==> config.mk <==
export PLATFORM = sky130hd
export DESIGN_NAME = btn_debounce_monitor
export DESIGN_NICKNAME = d
export VERILOG_FILES = /design/src/rtl/btn_mon_pkg.sv /design/src/rtl/btn_sync.sv /design/src/rtl/btn_filter.sv /design/src/rtl/btn_hold_timer.sv /design/src/rtl/btn_status_regs.sv /design/src/rtl/btn_debounce_monitor.sv
export SDC_FILE = /design/constraint.sdc
export NUM_CORES = 1
export LEC_CHECK = 0
export BUFFER_PORTS_ARGS = -buffer_cell sky130_fd_sc_hd__buf_2
export CAP_MARGIN = 20
export CELL_PAD_IN_SITES_DETAIL_PLACEMENT = 0
export CELL_PAD_IN_SITES_GLOBAL_PLACEMENT = 1
export CORE_MARGIN = 2
export CORE_UTILIZATION = 47
export DETAILED_ROUTE_END_ITERATION = 10
export PLACE_DENSITY = 0.86
export SLEW_MARGIN = 40
export SYNTH_ARGS = -nofsm -noshare
export SYNTH_HDL_FRONTEND = slang
export SYNTH_HIERARCHICAL = 1
export SYNTH_SLANG_ARGS = --single-unit
==> constraint.sdc <==
create_clock -name clk -period 2.7 [get_ports clk]
set_input_delay 0.54 -clock clk [delete_from_list [all_inputs] [get_ports clk]]
set_output_delay 0.54 -clock clk [all_outputs]
set_load 0.005 [all_outputs]
==> src/rtl/btn_mon_pkg.sv <==
package btn_mon_pkg;
  // Bit positions of the write-one-to-clear data word
  localparam int STS_EVT_BIT = 0;
  localparam int STS_OVR_BIT = 1;
  localparam int STS_W       = 2;

  typedef struct packed {
    logic press;
    logic long_hold;
  } btn_evt_t;
endpackage

==> src/rtl/btn_sync.sv <==
module btn_sync #(
  parameter int STAGES = 2
) (
  input  logic clk,
  input  logic rst_n,
  input  logic async_i,
  output logic sync_o
);
  logic [STAGES-1:0] chain;

  generate
    for (genvar g = 0; g < STAGES; g++) begin : g_stage
      if (g == 0) begin : g_first
        always_ff @(posedge clk or negedge rst_n) begin
          if (!rst_n) chain[g] <= 1'b1;
          else        chain[g] <= async_i;
        end
      end else begin : g_next
        always_ff @(posedge clk or negedge rst_n) begin
          if (!rst_n) chain[g] <= 1'b1;
          else        chain[g] <= chain[g-1];
        end
      end
    end
  endgenerate

  assign sync_o = chain[STAGES-1];
endmodule

==> src/rtl/btn_filter.sv <==
module btn_filter #(
  parameter int DEB_TICKS = 4
) (
  input  logic clk,
  input  logic rst_n,
  input  logic enable_i,
  input  logic tick_i,
  input  logic dbl_i,
  input  logic raw_i,
  output logic level_o,
  output logic press_p_o
);
  localparam int CNT_W = $clog2(2 * DEB_TICKS + 1);

  logic [CNT_W-1:0] cnt_q;
  logic [CNT_W-1:0] limit;
  logic             level_q;
  logic             differs;
  logic             done;

  assign limit   = dbl_i ? CNT_W'(2 * DEB_TICKS) : CNT_W'(DEB_TICKS);
  assign differs = (raw_i != level_q);
  assign done    = tick_i && differs && (cnt_q >= limit - CNT_W'(1));

  always_ff @(posedge clk or negedge rst_n) begin
    if (!rst_n) begin
      level_q <= 1'b1;
      cnt_q   <= '0;
    end else if (!enable_i) begin
      level_q <= 1'b1;
      cnt_q   <= '0;
    end else if (!differs) begin
      cnt_q   <= '0;
    end else if (tick_i) begin
      if (done) begin
        level_q <= raw_i;
        cnt_q   <= '0;
      end else begin
        cnt_q   <= cnt_q + CNT_W'(1);
      end
    end
  end

  assign level_o   = level_q;
  assign press_p_o = enable_i && done && !raw_i;
endmodule

==> src/rtl/btn_hold_timer.sv <==
module btn_hold_timer #(
  parameter int HOLD_TICKS = 1000
) (
  input  logic clk,
  input  logic rst_n,
  input  logic pressed_i,
  input  logic tick_i,
  input  logic ovr_dis_i,
  output logic long_p_o
);
  localparam int HW = $clog2(HOLD_TICKS + 1);

  logic [HW-1:0] cnt_q;
  logic          fired_q;
  logic          at_limit;

  assign at_limit = (cnt_q == HW'(HOLD_TICKS));

  always_ff @(posedge clk or negedge rst_n) begin
    if (!rst_n) begin
      cnt_q   <= '0;
      fired_q <= 1'b0;
    end else if (!pressed_i) begin
      cnt_q   <= '0;
      fired_q <= 1'b0;
    end else if (tick_i) begin
      if (!at_limit) cnt_q   <= cnt_q + HW'(1);
      else           fired_q <= 1'b1;
    end
  end

  assign long_p_o = pressed_i && tick_i && at_limit && !fired_q && !ovr_dis_i;
endmodule

==> src/rtl/btn_status_regs.sv <==
module btn_status_regs
  import btn_mon_pkg::*;
(
  input  logic             clk,
  input  logic             rst_n,
  input  btn_evt_t         evt_i,
  input  logic             wr_i,
  input  logic [STS_W-1:0] wdata_i,
  output logic             evt_sts_o,
  output logic             ovr_sts_o
);
  logic clr_evt, clr_ovr;

  assign clr_evt = wr_i && wdata_i[STS_EVT_BIT];
  assign clr_ovr = wr_i && wdata_i[STS_OVR_BIT];

  always_ff @(posedge clk or negedge rst_n) begin
    if (!rst_n) begin
      evt_sts_o <= 1'b0;
      ovr_sts_o <= 1'b0;
    end else begin
      if (evt_i.long_hold)  evt_sts_o <= 1'b0;
      else if (evt_i.press) evt_sts_o <= 1'b1;
      else if (clr_evt)     evt_sts_o <= 1'b0;

      if (evt_i.long_hold)  ovr_sts_o <= 1'b1;
      else if (clr_ovr)     ovr_sts_o <= 1'b0;
    end
  end
endmodule

==> src/rtl/btn_debounce_monitor.sv <==
module btn_debounce_monitor
  import btn_mon_pkg::*;
#(
  parameter int SYNC_STAGES = 2,
  parameter int DEB_TICKS   = 4,
  parameter int HOLD_TICKS  = 1000
) (
  input  logic             clk,
  input  logic             rst_n,
  input  logic             tick_i,
  input  logic             btn_n_i,
  input  logic             func_sel_i,
  input  logic             dbl_deb_i,
  input  logic             ovr_dis_i,
  input  logic             sw_wr_i,
  input  logic [STS_W-1:0] sw_wdata_i,
  output logic             evt_sts_o,
  output logic             ovr_sts_o
);
  logic     btn_sync_n;
  logic     deb_level;
  logic     press_p;
  logic     long_p;
  btn_evt_t events;

  btn_sync #(.STAGES(SYNC_STAGES)) u_sync (
    .clk     (clk),
    .rst_n   (rst_n),
    .async_i (btn_n_i),
    .sync_o  (btn_sync_n)
  );

  btn_filter #(.DEB_TICKS(DEB_TICKS)) u_filter (
    .clk       (clk),
    .rst_n     (rst_n),
    .enable_i  (func_sel_i),
    .tick_i    (tick_i),
    .dbl_i     (dbl_deb_i),
    .raw_i     (btn_sync_n),
    .level_o   (deb_level),
    .press_p_o (press_p)
  );

  btn_hold_timer #(.HOLD_TICKS(HOLD_TICKS)) u_hold (
    .clk       (clk),
    .rst_n     (rst_n),
    .pressed_i (!deb_level),
    .tick_i    (tick_i),
    .ovr_dis_i (ovr_dis_i),
    .long_p_o  (long_p)
  );

  assign events.press     = press_p;
  assign events.long_hold = long_p;

  btn_status_regs u_sts (
    .clk       (clk),
    .rst_n     (rst_n),
    .evt_i     (events),
    .wr_i      (sw_wr_i),
    .wdata_i   (sw_wdata_i),
    .evt_sts_o (evt_sts_o),
    .ovr_sts_o (ovr_sts_o)
  );
endmodule

# ---- Word-level counts from Yosys, hierarchy flattened
# Cells that the tools add are included.
dict set report op_classes {
  n_addsub 3
  magnitude_cmp 1
  n_eq_ne 7
  n_mux 20
  reduce_logical 21
}
# op count
set op_table {}
lappend op_table {{$mux 10} 3}
lappend op_table {{$mux 4} 5}
lappend op_table {{$mux 1} 12}
lappend op_table {{$add 10x1->10 const B} 1}
lappend op_table {{$eq 10x10->1 const B} 1}
lappend op_table {{$logic_and 1x1->1} 10}
lappend op_table {{$reduce_bool 2->1} 3}
lappend op_table {{$add 4x1->4 const B} 1}
lappend op_table {{$ge 4x4->1} 1}
lappend op_table {{$logic_not 1->1} 4}
lappend op_table {{$ne 2x1->1 const B} 2}
lappend op_table {{$ne 2x2->1 const B} 2}
lappend op_table {{$reduce_and 2->1} 2}
lappend op_table {{$sub 4x1->4 const B} 1}
lappend op_table {{$ne 3x3->1 const B} 1}
lappend op_table {{$reduce_and 3->1} 1}
lappend op_table {{$reduce_bool 3->1} 1}
lappend op_table {{$ne 1x1->1} 1}
dict set report totals {
  regBits 20
  inputBits 10
  output_inout_bits 2
  wordCells 60
}

# ---- Longest topological paths before layout
# Gate-level depths: netlist of the first run.
dict set report depth {
  ltp_word 8
  mapped_depth 6
  mapped_depth_nobuf 6
}

# ---- Cells and area by module
# The synthesis of the first run kept the hierarchy.
# mod instances cells_each area_per_inst_um2 seq_area_each_um2
set by_module_without_submodules {}
lappend by_module_without_submodules {btn_hold_timer 1 68 638.1 275.3}
lappend by_module_without_submodules {btn_filter 1 33 296.5 126.4}
lappend by_module_without_submodules {btn_status_regs 1 7 77.6 50.0}
lappend by_module_without_submodules {btn_sync 1 2 52.6 52.6}
lappend by_module_without_submodules {btn_debounce_monitor 1 1 3.8 0.0}

# ---- Least setup slack after synthesis of the first run
# OpenSTA, ideal clock, no wires.
dict set report synth_timing {
  path_kind {input to register}
  start {input dbl_deb_i}
  end {register u_sts.evt_sts_o}
  setup_ns 0.099
  arrival_ns 1.551
  t_required_ns 2.601
  slack_ns 1.049
  path_stages 6
  path_buffers 0
  path_cell_list {inv_1 -> ha_1 -> a211oi_4 -> nor4_1 -> nor2_1 -> a311oi_1}
}
dict set report synth_via {
  elab_chain_cells 8
  elab_cells_between_ends 9
  classes_between {add/sub: 1; order compare: 1; mux: 3; reduce/logical: 4}
}
# element line
set synth_lines {}
lappend synth_lines {{from (decl)} btn_debounce_monitor.sv:13} ;# input logic dbl_deb_i,
lappend synth_lines {{$mux 4 *} btn_filter.sv:21} ;# assign limit = dbl_i ? CNT_W'(2 * DEB_TICKS) : CNT_W'(DEB_TICKS);
lappend synth_lines {{$sub 4x1->4 *} btn_filter.sv:23} ;# assign done = tick_i && differs && (cnt_q >= limit - CNT_W'(1));
lappend synth_lines {{$ge 4x4->1 *} btn_filter.sv:23}
lappend synth_lines {{$logic_and 1x1->1 *} btn_filter.sv:23}
lappend synth_lines {{$logic_and 1x1->1 * (2 in series)} btn_filter.sv:45} ;# assign press_p_o = enable_i && done && !raw_i;
lappend synth_lines {{named net press_p} btn_debounce_monitor.sv:22} ;# logic press_p;
lappend synth_lines {{$mux 1} btn_status_regs.sv:23} ;# else if (evt_i.press) evt_sts_o <= 1'b1;
lappend synth_lines {{$mux 1} btn_status_regs.sv:22} ;# if (evt_i.long_hold) evt_sts_o <= 1'b0;
lappend synth_lines {{to (signal assigned)} btn_status_regs.sv:22}
lappend synth_lines {{to (signal assigned)} btn_status_regs.sv:23}
lappend synth_lines {{to (signal assigned)} btn_status_regs.sv:24} ;# else if (clr_evt) evt_sts_o <= 1'b0;
lappend synth_lines {{to (decl)} btn_status_regs.sv:9} ;# output logic evt_sts_o,
# The timed path passes the listed nets; every way through them passes the cells marked *.
# A chain may end at the register's enable or synchronous reset.

# ---- Worst setup path in the final report of the first run
dict set report layout_timing {
  start {register u_hold.cnt_q[0]}
  end {register u_sts.evt_sts_o}
}
dict set report layout_via {
  elab_chain_cells 5
  elab_cells_between_ends 6
  classes_between {eq/ne: 1; mux: 1; reduce/logical: 4}
}
# element line
set layout_lines {}
lappend layout_lines {{from (decl)} btn_hold_timer.sv:13} ;# logic [HW-1:0] cnt_q;
lappend layout_lines {{from (signal assigned)} btn_hold_timer.sv:27} ;# if (!at_limit) cnt_q <= cnt_q + HW'(1);
lappend layout_lines {{$eq 10x10->1 *} btn_hold_timer.sv:17} ;# assign at_limit = (cnt_q == HW'(HOLD_TICKS));
lappend layout_lines {{$logic_and 1x1->1 * (3 in series)} btn_hold_timer.sv:32} ;# assign long_p_o = pressed_i && tick_i && at_limit && !fired_q && !ovr_dis_i;
lappend layout_lines {{named net long_p} btn_debounce_monitor.sv:23} ;# logic long_p;
lappend layout_lines {{$reduce_bool 3->1 (no line) or $mux 1 (tied branches)} --}
lappend layout_lines {{to (signal assigned)} btn_status_regs.sv:19} ;# evt_sts_o <= 1'b0;
lappend layout_lines {{to (signal assigned)} btn_status_regs.sv:22}
lappend layout_lines {{to (signal assigned)} btn_status_regs.sv:23}
# Marks and branches as above.

==> flow_summary_export.csv, run 1 <==
group,metric,value,unit
final_layout,layout.cells.non_filler,153,
sta,max_freq,0.607,GHz
sta,setup_viol_count_final,0,
floorplanning,die_h,51.7,µm
place,gp_congestion,0.830,
yosys,synth_common_cells,"dfrtp_1, nand2_1, a21oi_1",
critical_path,r2r_start,"u_hold/cnt_q[0]",
power_and_ir_drop,switching_power,105,µW
critical_path,reg2reg_depth,6,
final_layout,final_layout_size_suffix_gt1_share,17.6,%
sta,drv_slew,0,
yosys,synthesis.instances,111,
clocking,postCtsHoldBufs,0,
clocking,cts_htree_levels,1,
critical_path,cp_max_fo,6,
yosys,synth_area,1070,µm²
run_status,status,"finished, final reports clean",
place,dp_hpwl,1.46,mm
clocking,post_cts_buffers,0,
power_and_ir_drop,internal_power,369,µW
power_and_ir_drop,clock_power_share,30.5,%
yosys,synth-main-ff-cell,"dfrtp_1",
floorplanning,die_w,51.7,µm
critical_path,worstReg2RegEnd,"u_sts/evt_sts_o",
critical_path,startpoint_type,"register",
sta,min_period,1.65,ns
yosys,yosysSeqAreaShare,47.2,%
grt,grt_util_all_layers,18.1,%
yosys,yosys.area.top_type,"dfrtp_1",
grt,overflow,0,
floorplanning,core_area,2190,µm²
yosys,postSynth.asyncResetShare,100,%
hold_path,hold_class,"in -> async",
sta,clock_skew,0.00277,ns
yosys,syn_avg_cell_area,9.63,µm²
grt,grt_antenna_before_repair,0,
yosys,syn_nets,125,
sta,setup_tns,0,ns
clocking,clockBufferDepth,2,
floorplanning,fp-row-count,17,
clocking,cts_buffers,3,
yosys,ys.warnings.count,6,
power_and_ir_drop,p_per_area,403,nW/µm²
critical_path,worstPathRequired,2.88,ns
final_layout,syn2layout_area_growth,9.84,%
power_and_ir_drop,p_comb_share,5.1,%
yosys,synth.most_common_cell,"dfrtp_1",
grt,grt_pass1_vias,812,
floorplanning,ios,12,
critical_path,crit_type,"reg -> reg",
floorplanning,start_util,48.8,%
route,first_pass_iters,4,
final_layout,fin_nets,140,
final_layout,num_antenna_cells,0,
route,drt-total-wl,2.03,mm
sta,max-slew-margin-rel,70.3,%
clocking,clk_latency,0.30,ns
clocking,clock_sinks,20,
power_and_ir_drop,pwr-share-seq,64.4,%
place,io_buffers,11,
yosys,synthTopCellsByArea,"dfrtp_1, dfstp_2, a21oi_1",
route,wire_per_inst,13.2,µm
sta,hold_viol,0,
critical_path,reg2reg_setup_slack,1.05,ns
power_and_ir_drop,p_leak,0.000481,µW
critical_path,crit_path_end_kind,"register",
floorplanning,dieArea,2670,µm²
power_and_ir_drop,ir_drop,0.392,mV
run,cap_viol_max_count,0,
power_and_ir_drop,netSwitchingFraction,22.1,%
grt,grt_pass1_wl,3.61,mm
route,drt_iter0_drc,40,
clocking,clk_pin_slew,0.11,ns
sta,worstMarginPinSlew,0.445,ns
route,drcViolationCount,0,
final_layout,n_fill_cell,220,
clocking,post_cts_resize_count,0,
yosys,yosysUniqueCellTypes,31,
sta,fin_crit_sh,61.0,%
place,numPlacedInstances,149,
route,ant_nets,0,
critical_path,cp.arrival,1.82,ns
clocking,cts_tree,"done",
clocking,clk_root_buffer_cell,"clkbuf_4",
yosys,synth-edff-count,0,
yosys,yosysTopAreaCellShare,39.8,%
sta,grt_setup_unrepaired,"no",
grt,grt_max_degree,21,
yosys,ys_ff_latch,20,
route,viasPerCell,6.01,
route,dr_total_vias,919,
power by group through the flow:
stage / combinational [µW] / sequential (µW) / clock, µW
final: 24.2 / 305 / 144
after detailed placement: 24.6 / 311 / 0
after global routing: 28.3 / 306 / 169
after global placement: 24.1 / 311 / 0
after CTS: 24.8 / 305 / 151
after floorplan: 10.4 / 310 / 0
worst max-delay path by stage:
stage,startpoint,to,slack [ns],cells past startpoint
final,u_hold/cnt_q[0],u_sts/evt_sts_o,1.05,6
after global routing,u_filter/cnt_q[2],u_sts/evt_sts_o,0.81,5
after CTS,u_hold/cnt_q[0],u_sts/evt_sts_o,1.05,6
after detailed placement,dbl_deb_i,u_sts/evt_sts_o,0.86,7
after global placement,dbl_deb_i,u_sts/evt_sts_o,0.90,7
after floorplan,dbl_deb_i,u_sts/evt_sts_o,1.05,6
critical path, stage by stage, from the launching register on:
cell	delay, ns
dfrtp_1	0.44
inv_1	0.08
ha_1	0.16
nor4bb_1	0.28
nand4_1	0.17
nor4_1	0.31
a311oi_1	0.08
per-layer routing:
layer	track usage, %	vias up	share of wire (%)
met5	0	-	0
met4	7.46	0	1.0
met3	5.46	5	6.0
met2	26.1	31	46
met1	25.3	442	47
li1	-	441	-
through the flow:
step	hold WS [ns]	util (%)	setup WS (ns)	area (µm²)	power [µW]
after floorplan	0.244	-	1.05	1070	321
after global placement	0.346	52.4	0.900	1150	335
after detailed placement	0.347	52.4	0.855	1150	335
after CTS	0.177	53.6	1.05	1170	481
after global routing	0.177	53.6	0.806	1170	503
final	0.168	53.6	1.05	1170	473
registers in the layout, indices dropped and copies added, names as in the netlist:
name and cells:
u_filter/level_o 1, u_hold/cnt_q 10, u_sts/ovr_sts_o 1, u_filter/cnt_q 4, u_sync/sync_o 1, u_sts/evt_sts_o 1, u_hold/fired_q 1, u_sync/chain 1
layout by cell type, fill, tap and decap left out, types with 2 or more instances in the layout:
master,synthesis,layout
a21oi_1,10,10
buf_2,0,11
clkbuf_4,0,3
dfrtp_1,17,17
dfstp_2,3,3
ha_1,4,4
inv_1,7,7
nand2_1,13,13
nand3_1,6,6
nand3b_1,2,2
nand4_1,5,5
nor2_1,6,6
nor3_1,2,2
nor4_1,2,2
o211ai_1,3,3
o21ai_0,4,4
o31ai_1,3,3
or3_1,3,3
or4_1,5,5
xor2_1,3,3
layout make-up:
type | instances | area, µm² | share of cell area (%)
multi-input combinational | 82 | 523 | 44.6
sequential | 20 | 504 | 43.0
timing repair buffer | 11 | 55.1 | 4.69
tap | 28 | 35.0 | 2.99
inverter | 8 | 30.0 | 2.56
clock buffer | 4 | 26.3 | 2.24
kinds of logic after synthesis:
family          after synthesis  synth area share (%)
simple gates                 49                  25.4
compound gates               26                  16.4
flops                        20                  47.2
buf+inv                       9                  3.86
fa+ha+maj                     4                  4.68
xor+xnor                      3                  2.46
Power figures use the tool's default switching activity.
==> run 2, diff against run 1 <==
--- a/config.mk
+++ b/config.mk
@@ -5,14 +5,15 @@
 export SDC_FILE = /design/constraint.sdc
 export NUM_CORES = 1
 export LEC_CHECK = 0
+export ABC_AREA = 1
 export BUFFER_PORTS_ARGS = -buffer_cell sky130_fd_sc_hd__buf_2
 export CAP_MARGIN = 20
 export CELL_PAD_IN_SITES_DETAIL_PLACEMENT = 0
 export CELL_PAD_IN_SITES_GLOBAL_PLACEMENT = 1
 export CORE_MARGIN = 2
-export CORE_UTILIZATION = 47
+export CORE_UTILIZATION = 42
 export DETAILED_ROUTE_END_ITERATION = 10
-export PLACE_DENSITY = 0.86
+export PLACE_DENSITY = 0.82
 export SLEW_MARGIN = 40
 export SYNTH_ARGS = -nofsm -noshare
 export SYNTH_HDL_FRONTEND = slang
==> constraint.sdc (replaced) <==
create_clock -name clk -period 1.69 [get_ports clk]
set_input_delay 0.338 -clock clk [delete_from_list [all_inputs] [get_ports clk]]
set_output_delay 0.338 -clock clk [all_outputs]
set_load 0.005 [all_outputs]
==> flow_summary_export.csv, run 2 <==
group,metric,value,unit
run_status,status,"finished, final reports clean",
route,viasPerCell,5.01,
critical_path,slowest_delay,0.41,ns
route,drcViolationCount,0,
yosys,synth-edff-count,0,
grt,overflow,0,
final_layout,layout_commonest_cell,"nand2_1",
final_layout,syn2layout_area_growth,10.7,%
sta,grt_setup_unrepaired,"no",
clocking,cts_buffers,3,
yosys,syn_nets,187,
grt,grt_max_degree,21,
power_and_ir_drop,ir_drop,0.467,mV
clocking,clock_sinks,20,
route,drt-total-wl,2.41,mm
sta,max_freq,0.644,GHz
final_layout,top_register,"u_hold/cnt_q",
yosys,synth_fa_ha_area_share,4.04,%
yosys,synth_area,1240,µm²
grt,grt_pass1_vias,1022,
clocking,clk_pin_slew,0.13,ns
power_and_ir_drop,clock_power_share,38.9,%
critical_path,path_buf_inv,2,
floorplanning,die_h,58.3,µm
power_and_ir_drop,p_comb_share,10.4,%
critical_path,crit_top_cell,"nand2_1",
route,dr_total_vias,1087,
final_layout,mostFrequentLayoutCells,"nand2_1, nor2_1, dfrtp_1",
final_layout,fin_nets,201,
route,first_pass_iters,4,
sta,hold_viol,0,
floorplanning,start_util,44.5,%
critical_path,cpLargestDelayFamily,"simple AND/OR/NAND/NOR gates",
grt,grt_pass1_wl,4.30,mm
power_and_ir_drop,switching_power,239,µW
sta,setup_ws,0.138,ns
yosys,yosysTopAreaCellShare,34.4,%
yosys,synth-main-ff-cell,"dfrtp_1",
floorplanning,dieArea,3400,µm²
floorplanning,core_area,2780,µm²
clocking,cts_tree,"done",
yosys,syn_avg_cell_area,7.15,µm²
yosys,synth.most_common_cell,"nand2_1",
power_and_ir_drop,netSwitchingFraction,23.6,%
critical_path,crit_path_end_kind,"register",
floorplanning,die_w,58.3,µm
yosys,synthMuxAreaShare,0,%
place,dp_hpwl,1.79,mm
route,ant_nets,0,
clocking,clk_root_buffer_cell,"clkbuf_4",
critical_path,crit_chain,"inv_1 -> nand2_1 -> nor3_1 -> nand4_1 -> nor3_1 -> inv_1 -> nand2_1 -> nand2_1",
place,io_buffers,11,
sta,min_period,1.55,ns
yosys,ys.warnings.count,6,
sta,setup_tns,0,ns
sta,hold_slack,0.109,ns
place,gp_congestion,0.843,
yosys,synth_xor_xnor_area_share,1.42,%
critical_path,cpMaxStageDelayCell,"dfstp_2",
power_and_ir_drop,p_per_area,740,nW/µm²
critical_path,cp_max_fo,9,
yosys,synth_top_family_by_area,"simple AND/OR/NAND/NOR gates",
grt,grt_util_all_layers,16.3,%
yosys,yosysUniqueCellTypes,25,
power_and_ir_drop,pwr-share-seq,50.8,%
yosys,yosysSeqAreaShare,40.7,%
sta,fin_crit_sh,91.8,%
yosys,synth_compound_area_share,6.47,%
final_layout,largest_reg_flops,10,
floorplanning,fp-row-count,19,
critical_path,crit_type,"reg -> reg",
power_and_ir_drop,internal_power,774,µW
yosys,synthesis.instances,173,
final_layout,n_fill_cell,292,
final_layout,num_antenna_cells,0,
yosys,yosys.area.top_type,"dfrtp_1",
hold_path,hold_class,"in -> reg",
yosys,synth_simple_gate_area_share,40.2,%
route,wire_per_inst,11.1,µm
yosys,ys_ff_latch,20,
final_layout,largest_registers,"u_hold/cnt_q x10, u_filter/cnt_q x4",
critical_path,startpoint_type,"register",
yosys,synthTopCellsByArea,"dfrtp_1, nand2_1, dfstp_2",
sta,worstMarginPinSlew,0.455,ns
floorplanning,ios,12,
sta,drv_slew,0,
run,cap_viol_max_count,0,
sta,max-slew-margin-rel,69.7,%
clocking,cts_htree_levels,1,
final_layout,final_layout_size_suffix_gt1_share,16.7,%
grt,grt_antenna_before_repair,0,
clocking,post_cts_buffers,0,
sta,setup_viol_count_final,0,
place,pre_cts_ws,0.176,ns
power_and_ir_drop,p_leak,0.000656,µW
route,drt_iter0_drc,66,
yosys,synth_common_cells,"nand2_1, dfrtp_1, nor2_1",
critical_path,worstPathRequired,1.91,ns
clocking,clockBufferDepth,2,
sta,clock_skew,0.0183,ns
critical_path,cp.arrival,1.77,ns
yosys,postSynth.asyncResetShare,100,%
clocking,clk_latency,0.31,ns
-- run 2: changes by cell type after synthesis, moves of 5 or more --
cell,before,now
nand2_1,13,71
a21oi_1,10,0
inv_1,7,14
nor2_1,6,17
or4_1,5,0
nand3_1,6,14
-- run 2: path summary, 6_finish.rpt --
kind                                   from                to  slack, ns  cells past startpoint
max                        u_filter/level_o   u_sts/evt_sts_o       0.14                      8
max in group asynchronous             rst_n  u_filter/level_o       0.86                      2
min                                 btn_n_i   u_sync/chain[0]       0.11                      1
max reg2reg                u_filter/level_o   u_sts/evt_sts_o       0.14                      8
min in group asynchronous             rst_n   u_hold/cnt_q[0]       0.49                      2
min reg2reg                 u_sync/chain[0]     u_sync/sync_o       0.37                      0
-- run 2: layer usage --
layer	vias up	global-route usage, %	routed length, µm
met1	495	20.1	1110
met2	21	28.4	1190
met4	0	6.98	16
met5	-	0	0
met3	2	2.01	86
li1	569	-	-
-- run 2: worst register-to-register path, stage by stage, from the launching register on --
cell and delay [ns]:
dfstp_2 0.41, inv_1 0.22, nand2_1 0.09, nor3_1 0.17
nand4_1 0.14, nor3_1 0.22, inv_1 0.10, nand2_1 0.07
nand2_1 0.05
-- run 2: layout make-up --
cell class                 instances  area [µm²]  area share, %
tap                               31        38.8           2.83
inverter                          17        63.8           4.66
clock inverter                     1        30.0           2.19
clock buffer                       3        22.5           1.64
sequential                        20         504           36.8
timing repair buffer              12        65.1           4.75
multi-input combinational        133         646           47.1
-- run 2: metrics by stage --
step | total power, µW | instances | area (µm²) | util, %
after floorplan | 595 | 173 | 1240 | -
after global routing | 1070 | 217 | 1370 | 49.3
after detailed placement | 628 | 212 | 1310 | 47.0
final | 1010 | 217 | 1370 | 49.3
after global placement | 625 | 212 | 1310 | 47.0
after CTS | 1030 | 217 | 1370 | 49.3
-- run 2: kinds of logic after synthesis --
family	after synthesis
compound gates	12
xor+xnor	2
fa+ha+maj	4
buf+inv	20
flops	20
simple gates	115
-- run 2: power by group through the flow --
| stage | sequential, µW | combinational (µW) | clock [µW] |
|---|---|---|---|
| after global placement | 522 | 104 | 0 |
| final | 515 | 105 | 394 |
| after CTS | 515 | 107 | 410 |
| after floorplan | 518 | 76.5 | 0 |
| after global routing | 518 | 122 | 432 |
| after detailed placement | 524 | 104 | 0 |
-- run 2: timing repair --
| action | 4_1_cts | 5_1_grt |
|---|---|---|
| hold endpoints to repair | 17 | 0 |
| gates resized for setup | 0 | 0 |
| hold buffers | 1 | 0 |
==> run 3, diff against run 2 <==
--- a/config.mk
+++ b/config.mk
@@ -6,7 +6,7 @@
 export NUM_CORES = 1
 export LEC_CHECK = 0
 export ABC_AREA = 1
-export BUFFER_PORTS_ARGS = -buffer_cell sky130_fd_sc_hd__buf_2
+export BUFFER_PORTS_ARGS = -buffer_cell sky130_fd_sc_hd__buf_4
 export CAP_MARGIN = 20
 export CELL_PAD_IN_SITES_DETAIL_PLACEMENT = 0
 export CELL_PAD_IN_SITES_GLOBAL_PLACEMENT = 1
==> flow_summary_export.csv, run 3 (synthesis gave the netlist of run 2 again) <==
group,metric,value,unit
floorplanning,die_h,58.3,µm
power_and_ir_drop,p_leak,0.000651,µW
route,dr_total_vias,1101,
critical_path,crit_type,"reg -> reg",
sta,setup_viol_count_final,0,
critical_path,cp.arrival,1.72,ns
clocking,clk_latency,0.30,ns
grt,grt_util_all_layers,16.0,%
clocking,cts_tree,"done",
sta,setup_ws,0.162,ns
final_layout,num_antenna_cells,0,
grt,grt_use_met3,2.01,%
grt,busiest_layer,"met2",
grt,grt_util_met1,18.6,%
route,wire_per_inst,11.2,µm
hold_path,hold_class,"in -> reg",
hold_path,hold_path.startpoint,"btn_n_i",
clocking,post_cts_buffers,0,
grt,grt_max_degree,21,
power_and_ir_drop,ir_drop,0.362,mV
floorplanning,ios,12,
critical_path,reg2reg_depth,8,
route,drt_iter0_drc,51,
hold_path,min_to,"u_sync/chain[0]",
clocking,clk_pin_slew,0.11,ns
sta,fin_crit_sh,90.4,%
final_layout,largest_registers,"u_hold/cnt_q x10, u_filter/cnt_q x4",
final_layout,fin_nets,201,
critical_path,worstReg2RegEnd,"u_sts/evt_sts_o",
critical_path,startpoint_type,"register",
critical_path,r2r_start,"u_filter/level_o",
clocking,clockBufferDepth,2,
sta,hold_slack,0.144,ns
final_layout,syn2layout_area_growth,10.8,%
grt,grt_pass1_wl,4.22,mm
grt,overflow,0,
sta,worstMarginPinSlew,0.305,ns
route,first_pass_iters,4,
grt,grt_use_met2,29.5,%
route,drt-total-wl,2.43,mm
run_status,status,"finished, final reports clean",
final_layout,mostFrequentLayoutCells,"nand2_1, nor2_1, dfrtp_1",
floorplanning,core_area,2780,µm²
floorplanning,die_w,58.3,µm
place,dpl_cell_area,1340,µm²
clocking,cts_buffers,3,
sta,min_period,1.53,ns
place,io_buffers,11,
sta,clock_skew,0.00519,ns
final_layout,top_register,"u_hold/cnt_q",
final_layout,fin_area,1370,µm²
power_and_ir_drop,p_per_area,626,nW/µm²
critical_path,reg2reg_setup_slack,0.16,ns
sta,max-slew-margin-rel,79.6,%
critical_path,crit_path_end_kind,"register",
floorplanning,start_util,44.5,%
place,pre_cts_ws,0.197,ns
route,viasPerCell,5.07,
final_layout,largest_reg_flops,10,
place,dp_hpwl,1.84,mm
hold_path,whs_path_depth,1,
sta,setup_tns,0,ns
route,drcViolationCount,0,
sta,hold_viol,0,
place,gp_congestion,0.834,
final_layout,final_layout_size_suffix_gt1_share,16.1,%
grt,grt_pass1_vias,1021,
run,cap_viol_max_count,0,
critical_path,cp_max_fo,9,
clocking,clk_root_buffer_cell,"clkbuf_4",
floorplanning,dieArea,3400,µm²
sta,grt_setup_unrepaired,"no",
final_layout,layout_commonest_cell,"nand2_1",
clocking,cts_htree_levels,1,
route,ant_nets,0,
sta,drv_slew,0,
critical_path,worstPathRequired,1.88,ns
floorplanning,fp-row-count,19,
sta,max_freq,0.655,GHz
grt,grt_antenna_before_repair,0,
clocking,clock_sinks,20,
run 3: changes by cell type in the layout (fill, tap and decap cells not counted), sizes merged:
cell | before | now
clkbuf | 3 | 4
bufinv | 1 | 0
run 3: how the worst max path moves through the flow:
stage / start / to / slack, ns / cells past startpoint
after floorplan: u_hold/cnt_q[0] / u_sts/evt_sts_o / 0.33 / 9
after global placement: u_hold/cnt_q[0] / u_sts/evt_sts_o / 0.26 / 9
after detailed placement: u_hold/cnt_q[0] / u_sts/evt_sts_o / 0.20 / 9
after CTS: u_filter/level_o / u_sts/evt_sts_o / 0.17 / 8
after global routing: u_filter/level_o / u_sts/evt_sts_o / 0.04 / 8
final: u_filter/level_o / u_sts/evt_sts_o / 0.16 / 8
run 3: routing by layer:
layer	up-vias	part of all wire [%]
met5	-	0
met4	0	0.78
met3	2	3.3
met2	20	51
met1	513	44
li1	566	-
run 3: report_power, final:
group	total [µW]	leakage (µW)	internal, µW	switching (µW)
sequential	514	0.000267	497	17.4
combinational	112	0.000369	43.5	68.1
clock	232	0.0000150	91.8	140
run 3: stage by stage:
step                      power [µW]  utilization, %  cells
after CTS                        877            49.3    217
after floorplan                  595               -    173
after global placement           631            48.0    212
final                            858            49.3    217
after global routing             914            49.3    217
after detailed placement         634            48.0    212
run 3: area by class of cell:
type	count	area (µm²)
Fill cell	284	1410
Multi-Input combinational cell	133	646
Sequential cell	20	504
Timing Repair Buffer	12	92.6
Inverter	17	63.8
Tap cell	31	38.8
Clock buffer	4	26.3
run 3: worst max-delay path: stages (launching register included):
cell	delay (ns)
dfstp_2	0.40
inv_1	0.24
nand2_1	0.09
nor3_1	0.15
nand4_1	0.14
nor3_1	0.22
inv_1	0.08
nand2_1	0.06
nand2_1	0.05
run 3: what timing repair did:
action | CTS | global route
hold endpoints to repair | 17 | 0
setup endpoints to repair | 0 | 0
gates resized for setup | 0 | 0
hold buffers | 1 | 0
